--- src/rtl/hdx_echo_tx.sv ---
module hdx_echo_tx #(
  parameter int DEPTH   = 8,
  parameter int DIV_W   = 8,
  parameter int RETRY_W = 4,
  parameter int BO_W    = 3
) (
  input  logic               clk,
  input  logic               rst_n,
  input  logic               in_valid,
  input  logic [7:0]         in_data,
  input  logic               in_last,
  output logic               in_ready,
  input  logic [DIV_W-1:0]   bit_div,
  input  logic [RETRY_W-1:0] max_retry,
  input  logic               rx_line,
  output logic               tx_line,
  output logic               tx_en_n,
  output logic               done,
  output logic               err
);
  localparam int IW  = (DEPTH > 1) ? $clog2(DEPTH) : 1;
  localparam int BCW = BO_W + 5;

  typedef enum logic [1:0] {S_IDLE, S_SEND, S_WAIT} state_t;

  state_t             state_q;
  logic [7:0]         store_q [DEPTH];
  logic [IW-1:0]      wr_q, last_q, idx_q;
  logic [DIV_W-1:0]   cyc_q;
  logic [BCW-1:0]     bit_q;
  logic [RETRY_W-1:0] tries_q;
  logic [15:0]        lfsr_q;
  logic               mism_q, done_q, err_q;
  logic               tx_bit;

  wire         tick    = cyc_q == bit_div - DIV_W'(1);
  wire         sample  = cyc_q == (bit_div >> 1);
  wire [7:0]   cur     = store_q[idx_q];
  wire         bad     = sample && (rx_line != tx_bit);
  wire         collide = mism_q | bad;
  wire [BCW-1:0] bo_len = BCW'(lfsr_q[BO_W-1:0]) * BCW'(10) + BCW'(10);
  wire         accept  = in_valid && state_q == S_IDLE;

  always_comb begin
    if (bit_q == BCW'(0))      tx_bit = 1'b0;
    else if (bit_q == BCW'(9)) tx_bit = 1'b1;
    else                       tx_bit = cur[3'(bit_q - BCW'(1))];
  end

  assign in_ready = state_q == S_IDLE;
  assign tx_en_n  = state_q != S_SEND;
  assign tx_line  = (state_q == S_SEND) ? tx_bit : 1'b1;
  assign done     = done_q;
  assign err      = err_q;

  always_ff @(posedge clk)
    if (accept) store_q[wr_q] <= {wr_q == IW'(0), in_data[6:0]};

  always_ff @(posedge clk or negedge rst_n) begin
    if (!rst_n) begin
      state_q <= S_IDLE;
      wr_q    <= '0;
      last_q  <= '0;
      idx_q   <= '0;
      cyc_q   <= '0;
      bit_q   <= '0;
      tries_q <= '0;
      mism_q  <= 1'b0;
      done_q  <= 1'b0;
      err_q   <= 1'b0;
      lfsr_q  <= 16'hACE1;
    end else begin
      done_q <= 1'b0;
      err_q  <= 1'b0;
      lfsr_q <= {1'b0, lfsr_q[15:1]} ^ (lfsr_q[0] ? 16'hB400 : 16'h0000);
      case (state_q)
        S_IDLE: if (in_valid) begin
          wr_q <= wr_q + IW'(1);
          if (in_last || wr_q == IW'(DEPTH - 1)) begin
            last_q  <= wr_q;
            wr_q    <= '0;
            idx_q   <= '0;
            cyc_q   <= '0;
            bit_q   <= '0;
            mism_q  <= 1'b0;
            tries_q <= '0;
            state_q <= S_SEND;
          end
        end
        S_SEND: begin
          cyc_q  <= tick ? '0 : cyc_q + DIV_W'(1);
          mism_q <= collide;
          if (tick) begin
            if (bit_q == BCW'(9)) begin
              mism_q <= 1'b0;
              bit_q  <= '0;
              if (collide) begin
                idx_q <= '0;
                if (tries_q == max_retry) begin
                  err_q   <= 1'b1;
                  state_q <= S_IDLE;
                end else begin
                  tries_q <= tries_q + RETRY_W'(1);
                  bit_q   <= bo_len;
                  state_q <= S_WAIT;
                end
              end else if (idx_q == last_q) begin
                done_q  <= 1'b1;
                idx_q   <= '0;
                state_q <= S_IDLE;
              end else begin
                idx_q <= idx_q + IW'(1);
              end
            end else begin
              bit_q <= bit_q + BCW'(1);
            end
          end
        end
        S_WAIT: begin
          cyc_q <= tick ? '0 : cyc_q + DIV_W'(1);
          if (tick) begin
            if (bit_q == BCW'(1)) begin
              bit_q   <= '0;
              mism_q  <= 1'b0;
              state_q <= S_SEND;
            end else begin
              bit_q <= bit_q - BCW'(1);
            end
          end
        end
        default: state_q <= S_IDLE;
      endcase
    end
  end
endmodule


--- config.mk ---
export PLATFORM = sky130hd
export DESIGN_NAME = hdx_echo_tx
export DESIGN_NICKNAME = d
export VERILOG_FILES = /design/src/rtl/hdx_echo_tx.sv
export SDC_FILE = /design/constraint.sdc
export NUM_CORES = 1
export LEC_CHECK = 0
export CORE_UTILIZATION = 50
export CTS_CLUSTER_DIAMETER = 100
export DETAILED_ROUTE_END_ITERATION = 7
export DONT_BUFFER_PORTS = 1
export GPL_TIMING_DRIVEN = 0
export PLACE_DENSITY_LB_ADDON = 0.05
export SLEW_MARGIN = 20
export SYNTH_ARGS = -nofsm -noshare
export SYNTH_HDL_FRONTEND = slang
export SYNTH_SLANG_ARGS = --single-unit
export TNS_END_PERCENT = 10
--- constraint.sdc ---
create_clock -name clk -period 7.3 [get_ports clk]
set_input_delay 0.365 -clock clk [delete_from_list [all_inputs] [get_ports clk]]
set_output_delay 0.365 -clock clk [all_outputs]
set_load 0.02 [all_outputs]
==> impl_metrics.toml, run 1 <==
[pwr]
power_density_nw_per_um2 = 289
ir_drop_mv = 0.204
p_leak_uw = 0.00250

[detailed_routing]
wirelength_mm = 12.6
drtAntennaViolNets = 0
drt_first_pass_iters = 4
drc_errors = 0
drt_first_iter_violations = 270
dr_total_vias = 3835
wire_per_inst_um = 19.3
vias_per_cell = 5.85

[finish]
nNetsFinal = 548
n_antenna_cell = 0
fillCellCount = 865
syn2layout_area_growth_pct = 14.5
multi_input_area_um2 = 2450
seq_area_um2 = 3180
post-route-util_pct = 59.9
drive_gt1_share_pct = 12.0

[placement]
dp_slack_ps = 3400
gp_congestion = 0.824
portBuffers = 0
hpwl_mm = 8.73

[timing]
setup_slack_ps = 3400
drv_slew = 0
tightestPinTransition_ps = 967
slew_headroom_pct = 35.3
min_period_over_period_pct = 53.4
tns_ps = 0
hold_viol = 0
rsz0062_at_grt = "no"
finalCriticalPeriod_ps = 3900
finalClockSkew_ps = 6.92
max_freq_mhz = 256
setup_viol = 0

[synth]
syn_nets = 524
avgSynthCellArea_um2 = 12.0
ys.warnings.count = 0
ys_types = 57
synth-seq-cells = 114
synth_area_um2 = 5770
synth_top_area_share_pct = 33.3
synthCells = 480
ys.flop_type = "edfxtp_1"
synthTopCellsByArea = "edfxtp_1 33%, dfrtp_1 18%, ha_1 4.1%"
synthArstFlopShare_pct = 43.9
synth_edf_count = 64
post-synth-top-area-cell = "edfxtp_1"
ys_seq_area_share_pct = 55.2

[worst_setup_path]
worstPathArrival_ps = 4200
worst-path-buf-inv = 3
criticalPathCategory = "reg2reg"
crit_family = "compound AO/OA/AOI/OAI gates"
crit_required_ps = 7600
start_kind = "register"
worstSetupEndpointType = "register"
cpMaxStageDelayCell = "nor4b_1"
worst-path-max-fanout = 9
worst_path_largest_cell_delay_ps = 550
reg2regPathDepth = 11
crit_chain = "clkbuf_1, inv_1, ha_1, clkbuf_1, mux4_2, nor2_1, nor4b_1, nor2_1, a21oi_1, o221ai_1, o2bb2ai_1"
crit_cells = 11

[clock_tree]
cts-buffers-inserted = 17
htreeDepth = 4
cts.clk_slew.worst_paths_ps = 50
cts.path.max_buffers = 2
cts_setup_buffers = 0
clock_latency_ps = 420
post_cts_resized = 0
cts_tree = "yes"
clock-sinks = 114
hold_buffers = 2
root_buffer = "clkbuf_16"

[floorplanning]
start_util_pct = 52.3
die_x_um = 109
rows = 38
ios = 30
dieArea_um2 = 12000
core_um2 = 11000
die_h_um = 109

[global_route]
antenna_found_initial = 0
grt_pass1_wl_mm = 20.1
grt_overflow = 0
grt_pass1_vias = 3841
grtUsageTotal_pct = 23.6
grt_max_degree = 51

[run]
max_cap_viol_count = 0

[run_status]
run_status = "complete, no violations"

[worst_hold_path]
hold_depth = 0
worstHoldPathType = "in2reg"
cell usage after synthesis, types with 3 or more instances:
cell type / count
a211oi_1: 4
a21o_1: 4
a21oi_1: 10
a22o_1: 4
a22oi_1: 4
a31oi_1: 3
and2_1: 4
and3_1: 6
clkbuf_1: 16
dfrtp_1: 42
dfstp_2: 8
edfxtp_1: 64
ha_1: 19
inv_1: 17
mux2_2: 5
mux2i_1: 21
mux4_1: 3
mux4_2: 7
nand2_1: 36
nand2b_1: 7
nand3_1: 27
nand4_1: 4
nor2_1: 19
nor2b_1: 7
nor3_1: 13
nor3b_1: 3
nor4_1: 6
o211ai_1: 6
o21a_1: 3
o21ai_0: 21
o22ai_1: 4
o31ai_1: 6
or3_1: 5
xnor2_1: 24
xor2_1: 17
stage by stage:
step	cells	power [uW]	hold slack, ps	instance area [um2]
floorplan	480	1020	69.4	5770
global placement	620	1090	71.0	5950
detailed placement	623	1100	70.9	5990
CTS	656	1920	20.2	6610
global route	656	1990	15.3	6610
finish	656	1910	39.9	6610
placed cells by master (no fill, tap or decap), drive strengths merged, types with 6 or more instances in the layout:
master   n
inv     17
xnor2   24
clkbuf  36
mux2i   21
and3     6
a21oi   10
nor2b    7
nor2    19
buf     10
nand2   36
mux4    10
nand2b   7
nor4     6
edfxtp  64
o211ai   6
dfrtp   42
nand3   27
o31ai    6
ha      19
o21ai   22
xor2    17
nor3    13
dfstp    8
final timing paths:
path	slack, ps	from	to
worst max-delay path	3400	bit_q[0]	state_q[1]
worst min-delay path	40	in_data[5]	store_q[2][5]
worst max register to register	3400	bit_q[0]	state_q[1]
worst min register to register	350	lfsr_q[4]	lfsr_q[3]
max in group asynchronous	6520	rst_n	lfsr_q[7]
min in group asynchronous	490	rst_n	bit_q[3]
routing by layer:
| layer | up-vias | share of wire, % | global-route usage, % |
|---|---|---|---|
| li1 | 1840 | - | - |
| met2 | 89 | 49 | 39.7 |
| met3 | 15 | 4.6 | 7.11 |
| met5 | - | 0 | 0 |
| met1 | 1891 | 45 | 28.3 |
| met4 | 0 | 2.0 | 9.62 |
logic make-up (layout without fill, tap and decap cells):
logic type | count (synthesis) | after routing | synth area share (%)
XOR/XNOR | 41 | 41 | 6.22
flip-flops | 114 | 114 | 55.2
buffers and inverters | 39 | 75 | 2.91
AO/OA/AOI/OAI | 88 | 88 | 10.4
multiplexers | 36 | 36 | 8.72
adder cells (fa/ha/maj) | 19 | 19 | 4.12
AND/OR/NAND/NOR | 143 | 143 | 12.5
area by class of cell:
| class | count | share of cell area (%) |
|---|---|---|
| sequential | 114 | 48.2 |
| clock buffer | 20 | 6.61 |
| clock inverter | 11 | 2.10 |
| multi-input combinational | 327 | 37.0 |
| buffer | 22 | 1.57 |
| timing repair buffer | 5 | 0.909 |
| tap | 140 | 2.65 |
| inverter | 17 | 0.966 |
report_power, final:
group	switching [uW]	internal, uW	total, uW
Combinational	213	136	349
Sequential	29.1	718	747
Clock	283	530	812
Total	525	1380	1910
flip-flops by register name, indices dropped and copies added, names as in the netlist:
name     flops
idx_q        3
state_q      2
bit_q        8
done         1
wr_q         3
err          1
store_q     64
mism_q       1
cyc_q        8
lfsr_q      16
tries_q      4
last_q       3
Note: power is estimated with default switching activity, not from simulation.
==> run 2: changes to the inputs <==
Clock period 7.3 ns to 3.6 ns, I/O delays scaled along.
==> impl_metrics.toml, run 2 (synthesis results as in run 1) <==
[detailed_routing]
wire_per_inst_um = 19.3
drtAntennaViolNets = 0
drt_first_iter_violations = 247
wirelength_mm = 12.7
route.met3.wl_um = 511
highest_layer = "met4"
dr_total_vias = 3894
wl_met1_mm = 5.64
wl_met2_mm = 6.30
vias_per_cell = 5.88
drc_errors = 0
drt_first_pass_iters = 5

[placement]
hpwl_mm = 8.73
portBuffers = 0
dp_slack_ps = -301
gp_congestion = 0.824

[worst_setup_path]
cpMaxStageDelayCell = "ha_2"
criticalPathCategory = "reg2reg"
worst_path_largest_cell_delay_ps = 420
crit_chain = "clkbuf_1, inv_1, ha_2, nand2b_1, a21oi_1, nand3_1, a41oi_1, nor2_1, a211o_1, buf_6, or3_1, nand3_1"
crit_top_cell = "nand3_1"
crit_required_ps = 3950
worstPathArrival_ps = 3750
worstSetupEndpointType = "register"
worst-path-max-fanout = 10
start_kind = "register"

[pwr]
power_density_nw_per_um2 = 583
p_leak_uw = 0.00253
ir_drop_mv = 0.411

[finish]
largest_reg_flops = 64
layout_commonest_cell = "edfxtp_1"
reg.largest.list = "store_q x64, lfsr_q x16"
n_antenna_cell = 0
final_cell_mix = "64 x edfxtp_1, 42 x dfrtp_1, 36 x nand2_1"
syn2layout_area_growth_pct = 15.9
drive_gt1_share_pct = 12.5
nNetsFinal = 554
largest-register = "store_q"

[global_route]
grt_overflow = 0
grtUsageTotal_pct = 23.7
grt_max_degree = 51
antenna_found_initial = 0
grt_pass1_vias = 3875
grt_pass1_wl_mm = 20.2

[timing]
finalClockSkew_ps = 8.53
finalCriticalPeriod_ps = 3390
tns_ps = 0
drv_slew = 0
min_period_over_period_pct = 94.2
slew_headroom_pct = 36.7
rsz0062_at_grt = "no"
setup_slack_ps = 207
hold_viol = 0
setup_viol = 0
tightestPinTransition_ps = 947
max_freq_mhz = 295

[floorplanning]
die_x_um = 109
dieArea_um2 = 12000
core_um2 = 11000
die_h_um = 109
ios = 30
rows = 38
start_util_pct = 52.3

[clock_tree]
cts_setup_buffers = 0
htreeDepth = 4
cts.path.max_buffers = 2
clock-sinks = 114
clock_latency_ps = 420
cts.clk_slew.worst_paths_ps = 60
cts_tree = "yes"
cts-buffers-inserted = 17
root_buffer = "clkbuf_16"

[run]
max_cap_viol_count = 0

[run_status]
run_status = "complete, no violations"

[worst_hold_path]
worstHoldPathType = "in2reg"
## run 2: worst paths after layout
| check | startpoint | to | slack (ps) | depth (start not counted) |
|---|---|---|---|---|
| worst max-delay path | bit_q[0] | bit_q[5] | 210 | 12 |
| worst min-delay path | in_last | wr_q[2] | 20 | 2 |
| worst max register to register | bit_q[0] | bit_q[5] | 210 | 12 |
| worst min register to register | lfsr_q[4] | lfsr_q[3] | 350 | 0 |
| max in group asynchronous | rst_n | lfsr_q[7] | 3010 | 2 |
| min in group asynchronous | rst_n | bit_q[3] | 300 | 2 |
## run 2: per-layer routing
metal	up-vias	GRT usage, %
met5	-	0
met4	0	9.62
met3	19	6.99
met2	76	40.2
met1	1944	28.2
li1	1855	-
## run 2: layout make-up
class / count / area, um2
multi-input cells: 327 / 2460
inverters: 17 / 63.8
plain buffers: 21 / 100
fillers: 856 / 4340
clock buffers: 20 / 437
repair buffers: 12 / 130
clock inverters: 11 / 139
flip-flops and latches: 114 / 3180
well taps: 140 / 175
## run 2: metrics by stage
step	utilization [%]	total power, uW	area [um2]	hold slack, ps	std cells
finish	60.6	3900	6690	22.1	662
floorplan	-	2060	5770	-116	480
detailed placement	54.3	2220	5990	-114	623
global placement	53.9	2200	5950	-114	620
global route	60.6	4070	6690	18.8	662
CTS	60.6	3910	6680	8.85	662
## run 2: worst max-delay path: cells and delay by family (launching register included)
| kind | cells | cell delay (ps) |
|---|---|---|
| AND/OR/NAND/NOR | 5 | 960 |
| adder cells (fa/ha/maj) | 1 | 420 |
| flip-flops | 1 | 380 |
| buffers and inverters | 3 | 720 |
| AO/OA/AOI/OAI | 3 | 820 |
## run 2: timing repair
item | CTS | global route
gates cloned | 0 | 0
hold endpoints to repair | 106 | 0
hold buffers | 9 | 0
endpoints found under the setup margin | 18 | 9
resized for setup | 2 | 1
## run 2: power by group
part | total, uW | internal (uW) | switching [uW]
Clock | 1650 | 1070 | 580
Sequential | 1510 | 1450 | 59.0
Combinational | 734 | 289 | 444
Total | 3900 | 2820 | 1080
==> run 3: changes to the inputs <==
Settings changed: GPL_TIMING_DRIVEN 0 to default.
Clock period 3.6 ns to 4.2 ns, I/O delays scaled along.
==> impl_metrics.toml, run 3 (synthesis results as in run 1) <==
[clock_tree]
clock-sinks = 114
post_cts_resized = 0
htreeDepth = 4
cts.clk_slew.worst_paths_ps = 60
cts.path.max_buffers = 2
clock_latency_ps = 420
root_buffer = "clkbuf_16"
cts-buffers-inserted = 17
cts_tree = "yes"
cts_setup_buffers = 0

[timing]
rsz0062_at_grt = "no"
setup_viol = 0
slew_headroom_pct = 36.1
max_freq_mhz = 286
finalClockSkew_ps = 8.44
tightestPinTransition_ps = 955
hold_viol = 0
finalCriticalPeriod_ps = 3490
tns_ps = 0
setup_slack_ps = 705
drv_slew = 0
min_period_over_period_pct = 83.2

[floorplanning]
die_h_um = 109
ios = 30
core_um2 = 11000
dieArea_um2 = 12000
rows = 38
die_x_um = 109
start_util_pct = 52.3

[finish]
postLayoutCellArea_um2 = 6550
largest_reg_flops = 64
largest-register = "store_q"
layout_commonest_cell = "edfxtp_1"
fillCellCount = 902
final_cell_mix = "64 x edfxtp_1, 42 x dfrtp_1, 36 x nand2_1"
syn2layout_area_growth_pct = 13.5
n_antenna_cell = 0
nNetsFinal = 535
reg.largest.list = "store_q x64, lfsr_q x16"
drive_gt1_share_pct = 11.7

[pwr]
p_leak_uw = 0.00247
ir_drop_mv = 0.450
power_density_nw_per_um2 = 490
pwr-share-comb_pct = 17.1
p_total_uw = 3210
p_int_uw = 2280
p_switching_uw = 933
p_clk_share_pct = 41.0
p_seq_share_pct = 41.9
switching_share_pct = 29.0

[placement]
dp_slack_ps = 738
portBuffers = 0
gp_congestion = 0.849
placed_cell_area_um2 = 5900
hpwl_mm = 8.14

[detailed_routing]
wire_per_inst_um = 18.8
dr_total_vias = 3797
drc_errors = 0
drt_first_iter_violations = 237
vias_per_cell = 5.90
drtAntennaViolNets = 0
drt_first_pass_iters = 5
wirelength_mm = 12.1

[worst_setup_path]
crit_required_ps = 4500
worstPathArrival_ps = 3790
worst-path-max-fanout = 11
start_kind = "register"
critical_path.startpoint = "bit_q[0]"
r2r-start = "bit_q[0]"
worstSetupEndpointType = "register"
criticalPathCategory = "reg2reg"

[global_route]
grtUsageTotal_pct = 22.8
grt_pass1_wl_mm = 19.7
grt_max_degree = 51
antenna_found_initial = 0
grt_pass1_vias = 3813
grt_overflow = 0

[run]
max_cap_viol_count = 0

[run_status]
run_status = "complete, no violations"

[worst_hold_path]
min_from = "in_last"
worstHoldPathType = "in2reg"
## run 3: metal layers
metal,global-route usage (%),routed length (um),vias to the layer above
met5,0,0,-
met4,9.33,287,0
met3,6.40,623,26
met2,37.6,5800,93
met1,28.2,5390,1860
li1,-,-,1818
## run 3: layout make-up
class	count	area (um2)	area share, %
clock buffer	18	429	6.55
clock inverter	14	118	1.80
inverter	17	63.8	0.974
multi-input combinational	327	2440	37.2
sequential	114	3180	48.6
tap	140	175	2.67
timing repair buffer	14	145	2.22
## run 3: repair_timing
action / 4_1_cts / 5_1_grt
endpoints found under the setup margin: 0 / 0
hold buffers: 9 / 0
endpoints found under the hold margin: 106 / 0
## run 3: critical path, stage by stage (launching register included)
cell     delay [ps]
dfrtp_1         570
inv_1           180
ha_1            540
mux4_2          280
nor2_1           50
nor4b_1         600
nor2_1          170
a21oi_1         510
nor3_1          190
mux2_2          290
## run 3: per-stage QoR
stage,hold WS (ps),instances,utilization (%)
6_report,57.5,644,59.4
3_5_place_dp,-83.8,603,53.4
3_3_place_gp,-84.1,603,53.4
5_1_grt,44.2,644,59.4
2_1_floorplan,-85.6,480,-
4_1_cts,41.8,644,59.4
## run 3: final timing paths
path	to	slack (ps)	cells past startpoint
max in group asynchronous	lfsr_q[5]	3570	2
min in group asynchronous	mism_q	350	2
worst min register to register	lfsr_q[7]	350	0
worst max-delay path	idx_q[0]	710	9
worst min-delay path	wr_q[2]	60	2
worst max register to register	idx_q[0]	710	9
## run 3: power groups by stage
stage                     Clock (uW)  Combinational [uW]  Sequential (uW)
final                           1320                 548             1350
after global routing            1390                 609             1360
after CTS                       1340                 548             1340
after detailed placement           0                 516             1370
after global placement             0                 506             1360
after floorplan                    0                 465             1300
